<file path="config.mk">
export PLATFORM = sky130hd
export DESIGN_NAME = bus_width_matcher
export DESIGN_NICKNAME = d
export VERILOG_FILES = /design/src/rtl/bwm_pkg.sv /design/src/rtl/bwm_cfg.sv /design/src/rtl/bwm_slice.sv /design/src/rtl/bwm_splitter.sv /design/src/rtl/bwm_packer.sv /design/src/rtl/bus_width_matcher.sv
export SDC_FILE = /design/constraint.sdc
export NUM_CORES = 1
export LEC_CHECK = 0
export BUFFER_PORTS_ARGS = -buffer_cell sky130_fd_sc_hd__buf_2
export CORE_MARGIN = 2
export CORE_UTILIZATION = 56
export CTS_CLUSTER_DIAMETER = 100
export DETAILED_ROUTE_END_ITERATION = 8
export PLACE_DENSITY = 0.87
export SLEW_MARGIN = 20
export SYNTH_ARGS = -nofsm -noshare
export SYNTH_HDL_FRONTEND = slang
export SYNTH_HIERARCHICAL = 1
export SYNTH_SLANG_ARGS = --single-unit
export TNS_END_PERCENT = 5
</file>
<file path="constraint.sdc">
create_clock -name clk -period 5.4 [get_ports clk]
set_clock_uncertainty 0.2 [all_clocks]
set_input_delay 0.27 -clock clk [delete_from_list [all_inputs] [get_ports clk]]
set_output_delay 0.27 -clock clk [all_outputs]
set_load 0.005 [all_outputs]
</file>
<file path="src/rtl/bwm_pkg.sv">
// Package: shared width-mode type and piece-index helpers for the
// bus-width matcher. Assumes the wide word splits into four equal lanes.
package bwm_pkg;

    localparam int unsigned LANE_CNT = 4;
    localparam int unsigned CNT_W    = $clog2(LANE_CNT);

    typedef enum logic [1:0] {
        WIDTH_FULL    = 2'd0,
        WIDTH_HALF    = 2'd1,
        WIDTH_QUARTER = 2'd2
    } width_e;

    // Map the two width pins onto a width mode.
    function automatic width_e decode_width(input logic bm, input logic sz);
        if (!bm)
            return WIDTH_FULL;
        else if (sz)
            return WIDTH_QUARTER;
        return WIDTH_HALF;
    endfunction

    // Index of the final piece of one wide word for a width mode.
    function automatic logic [CNT_W-1:0] last_piece(input width_e w);
        case (w)
            WIDTH_FULL: return CNT_W'(0);
            WIDTH_HALF: return CNT_W'(1);
            default:    return CNT_W'(LANE_CNT - 1);
        endcase
    endfunction

    // Slot of the wide word that the k-th transferred piece occupies.
    function automatic logic [CNT_W-1:0] piece_slot(input width_e w,
                                                    input logic big,
                                                    input logic [CNT_W-1:0] k);
        return big ? (last_piece(w) - k) : k;
    endfunction

endpackage

</file>
<file path="src/rtl/bwm_cfg.sv">
// Configuration latch: samples the width pins and endian pin while the
// synchronous active-low reset is held, then keeps them frozen.
// Assumes the pins are settled for at least one clock inside reset.
module bwm_cfg
    import bwm_pkg::*;
(
    input  logic   clk,
    input  logic   rst_n,
    input  logic   bus_match_i,
    input  logic   size_sel_i,
    input  logic   big_endian_i,
    output width_e width_o,
    output logic   big_o
);

    width_e width_q;
    logic   big_q;

    // Capture configuration during reset, hold it otherwise.
    always_ff @(posedge clk) begin
        if (!rst_n) begin
            width_q <= decode_width(bus_match_i, size_sel_i);
            big_q   <= big_endian_i;
        end
    end

    assign width_o = width_q;
    assign big_o   = big_q;

endmodule

</file>
<file path="src/rtl/bwm_slice.sv">
// Piece selector: picks one slot of a wide word for the active width mode
// and zero-extends it to the full width. Purely combinational.
// Assumes WORD_W is a multiple of four.
module bwm_slice
    import bwm_pkg::*;
#(
    parameter int unsigned WORD_W = 36
) (
    input  logic [WORD_W-1:0] word_i,
    input  width_e            width_i,
    input  logic [CNT_W-1:0]  slot_i,
    output logic [WORD_W-1:0] piece_o
);

    localparam int unsigned LANE_W = WORD_W / LANE_CNT;
    localparam int unsigned HALF_W = WORD_W / 2;

    logic [LANE_W-1:0] lane [LANE_CNT];
    logic [HALF_W-1:0] half [2];

    genvar g;
    generate
        for (g = 0; g < LANE_CNT; g++) begin : g_lane
            assign lane[g] = word_i[g*LANE_W +: LANE_W];
        end
        for (g = 0; g < 2; g++) begin : g_half
            assign half[g] = word_i[g*HALF_W +: HALF_W];
        end
    endgenerate

    // Route the selected slot to the low bits of the piece output.
    always_comb begin
        case (width_i)
            WIDTH_FULL: piece_o = word_i;
            WIDTH_HALF: piece_o = WORD_W'(half[slot_i[0]]);
            default:    piece_o = WORD_W'(lane[slot_i]);
        endcase
    end

endmodule

</file>
<file path="src/rtl/bwm_splitter.sv">
// Wide-to-narrow splitter: registers one wide word, then presents it as one,
// two or four narrow pieces in endian order. It takes a new word only once
// the final piece has been handed over.
module bwm_splitter
    import bwm_pkg::*;
#(
    parameter int unsigned WORD_W = 36
) (
    input  logic              clk,
    input  logic              rst_n,
    input  width_e            width_i,
    input  logic              big_i,
    input  logic              in_valid_i,
    output logic              in_ready_o,
    input  logic [WORD_W-1:0] in_data_i,
    output logic              out_valid_o,
    input  logic              out_ready_i,
    output logic [WORD_W-1:0] out_data_o
);

    logic [WORD_W-1:0] hold_q;
    logic              busy_q;
    logic [CNT_W-1:0]  cnt_q;
    logic              take;
    logic              give;
    logic [CNT_W-1:0]  slot;

    assign take        = in_valid_i && !busy_q;
    assign give        = busy_q && out_ready_i;
    assign in_ready_o  = !busy_q;
    assign out_valid_o = busy_q;
    assign slot        = piece_slot(width_i, big_i, cnt_q);

    // Load a word when idle; advance the piece count on each handover.
    always_ff @(posedge clk) begin
        if (!rst_n) begin
            hold_q <= '0;
            busy_q <= 1'b0;
            cnt_q  <= '0;
        end else if (take) begin
            hold_q <= in_data_i;
            busy_q <= 1'b1;
            cnt_q  <= '0;
        end else if (give) begin
            if (cnt_q == last_piece(width_i)) begin
                busy_q <= 1'b0;
                cnt_q  <= '0;
            end else begin
                cnt_q <= cnt_q + CNT_W'(1);
            end
        end
    end

    bwm_slice #(.WORD_W(WORD_W)) u_slice (
        .word_i  (hold_q),
        .width_i (width_i),
        .slot_i  (slot),
        .piece_o (out_data_o)
    );

endmodule

</file>
<file path="src/rtl/bwm_packer.sv">
// Narrow-to-wide packer: writes each narrow piece into its endian slot of
// an accumulator and presents the wide word once all pieces are in.
// Input bits above the active piece width are ignored.
module bwm_packer
    import bwm_pkg::*;
#(
    parameter int unsigned WORD_W = 36
) (
    input  logic              clk,
    input  logic              rst_n,
    input  width_e            width_i,
    input  logic              big_i,
    input  logic              in_valid_i,
    output logic              in_ready_o,
    input  logic [WORD_W-1:0] in_data_i,
    output logic              out_valid_o,
    input  logic              out_ready_i,
    output logic [WORD_W-1:0] out_data_o
);

    localparam int unsigned LANE_W = WORD_W / LANE_CNT;
    localparam int unsigned HALF_W = WORD_W / 2;

    logic [WORD_W-1:0] acc_q;
    logic              full_q;
    logic [CNT_W-1:0]  cnt_q;
    logic              take;
    logic [CNT_W-1:0]  slot;

    assign take        = in_valid_i && !full_q;
    assign in_ready_o  = !full_q;
    assign out_valid_o = full_q;
    assign out_data_o  = acc_q;
    assign slot        = piece_slot(width_i, big_i, cnt_q);

    // Write the incoming piece into its slot of the accumulator.
    always_ff @(posedge clk) begin
        if (!rst_n) begin
            acc_q <= '0;
        end else if (take) begin
            case (width_i)
                WIDTH_FULL: acc_q <= in_data_i;
                WIDTH_HALF: begin
                    if (slot[0])
                        acc_q[WORD_W-1:HALF_W] <= in_data_i[HALF_W-1:0];
                    else
                        acc_q[HALF_W-1:0] <= in_data_i[HALF_W-1:0];
                end
                default: acc_q[int'(slot)*LANE_W +: LANE_W] <= in_data_i[LANE_W-1:0];
            endcase
        end
    end

    // Count pieces; mark the word complete after the final one.
    always_ff @(posedge clk) begin
        if (!rst_n) begin
            full_q <= 1'b0;
            cnt_q  <= '0;
        end else if (take) begin
            if (cnt_q == last_piece(width_i)) begin
                full_q <= 1'b1;
                cnt_q  <= '0;
            end else begin
                cnt_q <= cnt_q + CNT_W'(1);
            end
        end else if (full_q && out_ready_i) begin
            full_q <= 1'b0;
        end
    end

endmodule

</file>
<file path="src/rtl/bus_width_matcher.sv">
// Top: bus-width matcher between a fixed wide datapath and a narrow port of
// full, half or quarter width. Holds the configuration latch, one outbound
// splitter and one inbound packer. Both directions share the configuration
// and are otherwise independent. Single clock, synchronous active-low reset.
module bus_width_matcher
    import bwm_pkg::*;
#(
    parameter int unsigned WORD_W = 36
) (
    input  logic              clk,
    input  logic              rst_n,
    input  logic              bus_match,
    input  logic              size_sel,
    input  logic              big_endian,
    input  logic              wide_in_valid,
    output logic              wide_in_ready,
    input  logic [WORD_W-1:0] wide_in_data,
    output logic              nar_out_valid,
    input  logic              nar_out_ready,
    output logic [WORD_W-1:0] nar_out_data,
    input  logic              nar_in_valid,
    output logic              nar_in_ready,
    input  logic [WORD_W-1:0] nar_in_data,
    output logic              wide_out_valid,
    input  logic              wide_out_ready,
    output logic [WORD_W-1:0] wide_out_data
);

    width_e width_q;
    logic   big_q;

    bwm_cfg u_cfg (
        .clk          (clk),
        .rst_n        (rst_n),
        .bus_match_i  (bus_match),
        .size_sel_i   (size_sel),
        .big_endian_i (big_endian),
        .width_o      (width_q),
        .big_o        (big_q)
    );

    bwm_splitter #(.WORD_W(WORD_W)) u_split (
        .clk         (clk),
        .rst_n       (rst_n),
        .width_i     (width_q),
        .big_i       (big_q),
        .in_valid_i  (wide_in_valid),
        .in_ready_o  (wide_in_ready),
        .in_data_i   (wide_in_data),
        .out_valid_o (nar_out_valid),
        .out_ready_i (nar_out_ready),
        .out_data_o  (nar_out_data)
    );

    bwm_packer #(.WORD_W(WORD_W)) u_pack (
        .clk         (clk),
        .rst_n       (rst_n),
        .width_i     (width_q),
        .big_i       (big_q),
        .in_valid_i  (nar_in_valid),
        .in_ready_o  (nar_in_ready),
        .in_data_i   (nar_in_data),
        .out_valid_o (wide_out_valid),
        .out_ready_i (wide_out_ready),
        .out_data_o  (wide_out_data)
    );

endmodule

</file>
# Word-level counts from Yosys, hierarchy flattened
# Index checks and enable logic that the tools add are counted.
# totals
ff_bits,81
inputBits,81
# classes
n_addsub,5
mul,1
n_lt_le_gt_ge,2
eq_ne,6
shifts,2
n_mux,32
n_bitwise,3
reduce_logical,16
# ops
op,count
$pmux W36 S2,2
$mux W18,5
$bwmux W36,1
$shift A9 B34 Y36 const A,1
$shiftx A9 B34 Y36,1
$neg A6 Y34,1
$mux W2,10
$bmux W9 S2,1
$mux W9,2
$mux W1,10
$reduce_and A2 Y1,5
$mul A2 B4 Y6 const B,1
$reduce_bool A2 Y1,3
$add A2 B1 Y2 const B,2
$eq A2 B2 Y1,2
$logic_and A1 B1 Y1,4
$ne A2 B2 Y1 const B,2
$pmux W2 S2,1
$sub A2 B2 Y2,2
$ge A3 B3 Y1 const B,1
$not A2 Y3,1
$eq A2 B1 Y1 const B,1
$ge A2 B2 Y1 const B,1
$logic_not A1 Y1,2
other kinds (5),5

# Logic depth before layout (Yosys ltp)
# logic_depth
ltp_word,9
depth_mapped,14
depth_no_buf,11

# Cells and area by module
# The synthesis kept the hierarchy.
# modules_own_cells
mod,instances,cells_per_inst,area_per_inst_um2
bwm_packer,1,269,2446.1
bwm_splitter,1,180,1547.7
bwm_slice,1,106,799.5
bwm_cfg,1,6,110.1

# Least setup slack after synthesis
# OpenSTA, ideal clock, no wires.
# synth_timing
path_type,reg2reg
start,register u_cfg.width_q[1] (netlist: u_cfg/width_o[1])
end,register (tool-made name)
setup_time_ps,79
arrival_ps,3171
required_ps,5121
setup_slack_ps,1950
path_stages_with_launch,15
n_path_buf,3
period_less_slack_ps,3450
path_cell_list,edfxtp_1 -> buf_4 -> clkbuf_1 -> nor2_1 -> ha_1 -> xnor2_1 -> or3_1 -> buf_6 -> nand2_1 -> inv_1 -> ha_1 -> nand2b_1 -> nor4_4 -> a21oi_1 -> a211oi_2
# synth_rtl
item,line,source
"start, declared",bwm_cfg.sv:16,width_e width_q;
"start signal, assigned",bwm_cfg.sv:22,"width_q <= decode_width(bus_match_i, size_sel_i);"

# Final worst setup path
# layout_timing
start,register u_cfg.width_q[1] (netlist: u_cfg/width_o[1])
end,output port nar_out_data[3]
# layout_via
elab_chain_len,9
word_cells_on_any_way,14
# layout_lines
item,line,source
$eq A2 B1 Y1 or $logic_not A2 Y1 (tied branches),bwm_pkg.sv:25,case (w)
$pmux W2 S2 *,bwm_pkg.sv:25,
$sub A2 B2 Y2 *,bwm_pkg.sv:36,return big ? (last_piece(w) - k) : k;
$mux W2 *,bwm_pkg.sv:36,
net u_split.slot[0],bwm_splitter.sv:26,logic [CNT_W-1:0] slot;
$not A2 Y3 (implied by the code) or $not A1 Y2 (tied branches),"bwm_slice.sv:36, bwm_slice.sv:35",
$bmux W9 S2 or $mux W18 (tied branches),"bwm_slice.sv:36, bwm_slice.sv:35",
$mux W9 (implied by the code) or $mux W18 (tied branches) (2 in series),"bwm_slice.sv:36, bwm_slice.sv:35",
$pmux W36 S2 *,bwm_slice.sv:33,case (width_i)
"end, declared",bus_width_matcher.sv:20,"output logic [WORD_W-1:0] nar_out_data,"
# The timed path passes the listed nets; every way through them passes the cells marked *. The select of a mux whose other input is x is not followed.

==> reports/qor.yml <==
timing:
  min_period_ns: 4.277
  setup_ws_ns: 1.123
  period_share_pct: 79.20
  max_freq_mhz: 233.8
  worst_slew_pin_slew_ns: 1.130
  maxSlewViolCount: 0
  setup_violations: 0
  slew_headroom_pct: 24.48
  hold_violations: 0
  setup-tns-final_ns: 0
  rsz0062_at_grt: "false"
clock_tree:
  cts_sinks: 81
  cts_tree: "yes"
  htree_levels: 3
  holdBufCountCts: 36
  cts_root_buffer: "clkbuf_8"
  post-cts-setup-buffer-count: 0
  insertion_delay_ns: 0.34
  cts_buffers: 9
  cts.path.max_buffers: 2
  cts_resized: 0
  path_clk_slew_ns: 0.08
detailed_routing:
  wl_per_cell_um: 17.62
  firstDrtPassIters: 7
  totalWireLength_um: 14820
  drt_iter0_markers: 437
  drc: 0
  postRouteAntennaNets: 0
  viasPerCell: 5.876
  vias: 4942
final_layout:
  fillerInstances: 607
  area_growth_pct: 24.88
  final_nets: 816
  multiInputGateArea_um2: 2903
  final_cells: 841
  drive_gt1_share_pct: 30.29
  seqCellArea_um2: 1652
  antenna_cells: 0
pwr:
  power_density_nw_per_um2: 269.8
  vdd_ir_drop_max_mv: 0.1623
  power_w: 0.001652
  cellLeakagePower_nw: 2.717
global_routing:
  grt_pass1_vias: 4621
  grt_pass1_wl_um: 23450
  grt_use_total_pct: 30.42
  grt_overflow: 0
  grt_max_degree: 53
  antenna_found_initial: 0
synthesis:
  synth_edf_count: 3
  netlist_instances: 561
  synth_cell_type_count: 56
  syn_area_um2: 4903
  synth-seq-cells: 81
  synth.avg_cell_area_um2: 8.741
  ys.flop_type: "dfxtp_1"
  yosysTopAreaCellShare_pct: 31.84
  ys_async_sr_fraction_pct: 0
  synth_warnings: 6
  ys_top_cells_by_area: "dfxtp_1 32%, nand2_1 9.5%, mux2i_1 9.2%, a211oi_1 5.4%, a21boi_1 4.6%"
  yosysTopAreaCell: "dfxtp_1"
  ys_seq_area_share_pct: 33.68
  syn_nets: 649
placed_design:
  io_buffers: 156
  gp_congestion: 0.9278
  hpwl_um: 9794
  pre_cts_ws_ns: 1.467
  dp_cells: 789
status:
  outcome: "finished, final reports clean"
job:
  cap_violations: 0
floorplan:
  die_h_um: 97.58
  fp-row-count: 34
  die_w_um: 97.58
  die-area_um2: 9521
  io_pins: 157
  initial_core_util_pct: 57.06
  coreArea_um2: 8593
setup_path:
  arrival_ns: 3.81
  path_max_fanout: 26
  worstPathRequired_ns: 4.93
  start_kind: "register"
  critPathKind: "reg -> out"
  r2r-start: "u_cfg/width_o[0]"
  cp-startpoint: "u_cfg/width_o[1]"
  end_kind: "primary output"
min_path:
  hold_path_class: "in -> reg"
  hold_start: "wide_in_data[5]"
==> through the flow <==
stage,utilization (%),cell area (um2),hold slack [ns]
final,71.26,6123,0.01342
after global routing,71.26,6123,0.01022
after detailed placement,64.44,5538,0.2483
after global placement,64.44,5538,0.2416
after CTS,71.26,6123,0.00004391
after floorplan,-,4903,0.1689
==> per-layer routing <==
metal | wire (um) | share of wire, % | vias up | GRT usage [%]
li1 | - | - | 2302 | -
met1 | 5853 | 40 | 2290 | 38.44
met2 | 7312 | 49 | 288 | 49.87
met3 | 1062 | 7.2 | 62 | 6.043
met4 | 587 | 4.0 | 0 | 14.42
met5 | 0 | 0 | - | 0
==> cell usage in the layout, fill, tap and decap left out, types with 2 or more instances in the layout <==
cell           synthesis  layout
buf_2                  7     156
nand2_1              124     124
dfxtp_1               78      78
mux2i_1               45      45
nor2_1                43      43
dlygate4sd3_1          0      36
a211oi_1              35      35
a21oi_1               31      30
a21boi_1              30      30
and2_1                21      21
clkbuf_8               2      10
a311oi_2              10      10
nand4_1               10      10
and3_1                 9       9
a221oi_2               9       9
inv_1                  7       7
ha_1                   7       7
a21boi_0               6       6
nand2b_1               5       5
buf_4                  5       5
nor2b_1                5       4
xor2_1                 4       4
edfxtp_1               3       3
xnor2_1                3       3
nor4_4                 3       3
a211oi_2               3       3
inv_6                  0       2
bufinv_16              0       2
and2b_2                2       2
nand2_2                2       2
a311oi_4               2       2
nor2_2                 2       2
nand3_1                2       2
==> area by class of cell <==
class / instances / area share (%)
multi-input combinational: 431 / 47.40
sequential: 81 / 26.97
timing repair buffer: 197 / 19.25
clock buffer: 11 / 2.309
tap: 108 / 2.207
clock inverter: 5 / 1.369
inverter: 8 / 0.4904
==> Yosys cell counts, drive strengths merged, types with 5 or more instances <==
cell type / count
a211oi: 39
a21boi: 36
a21oi: 31
a221oi: 9
a311oi: 12
and2: 23
and3: 9
buf: 27
clkbuf: 13
dfxtp: 78
ha: 7
inv: 8
mux2i: 45
nand2: 126
nand2b: 7
nand4: 10
nor2: 45
nor2b: 5
==> power by group <==
group,switching [W],internal [W],total [W]
Clock,0.000230,0.000277,0.000507
Sequential,0.0000476,0.000651,0.000698
Combinational,0.000251,0.000195,0.000447
Total,0.000529,0.00112,0.00165
==> kinds of logic (layout without fill, tap and decap cells) <==
group | after synthesis | in the layout | synth area share (%)
mux | 45 | 45 | 9.186
simple gates | 236 | 236 | 22.97
xor+xnor | 8 | 8 | 1.582
fa+ha+maj | 7 | 7 | 1.786
flops | 81 | 81 | 33.68
compound gates | 135 | 135 | 23.55
buf+inv | 49 | 221 | 7.247
==> final timing paths <==
check                       to  slack [ns]  depth (start not counted)
max reg2reg           register        1.23                         12
max            nar_out_data[3]        1.12                          7
min          u_split/hold_q[5]        0.01                          3
min reg2reg           register        0.26                          2
==> critical path: stages, from the launching register on <==
cell	delay (ns)
edfxtp_1	0.97
nor2_1	0.17
ha_1	0.35
a21oi_2	0.76
nand2_2	0.43
a211oi_1	0.49
a221oi_2	0.10
buf_2	0.19
No activity file was read; power rests on OpenSTA's default activity.
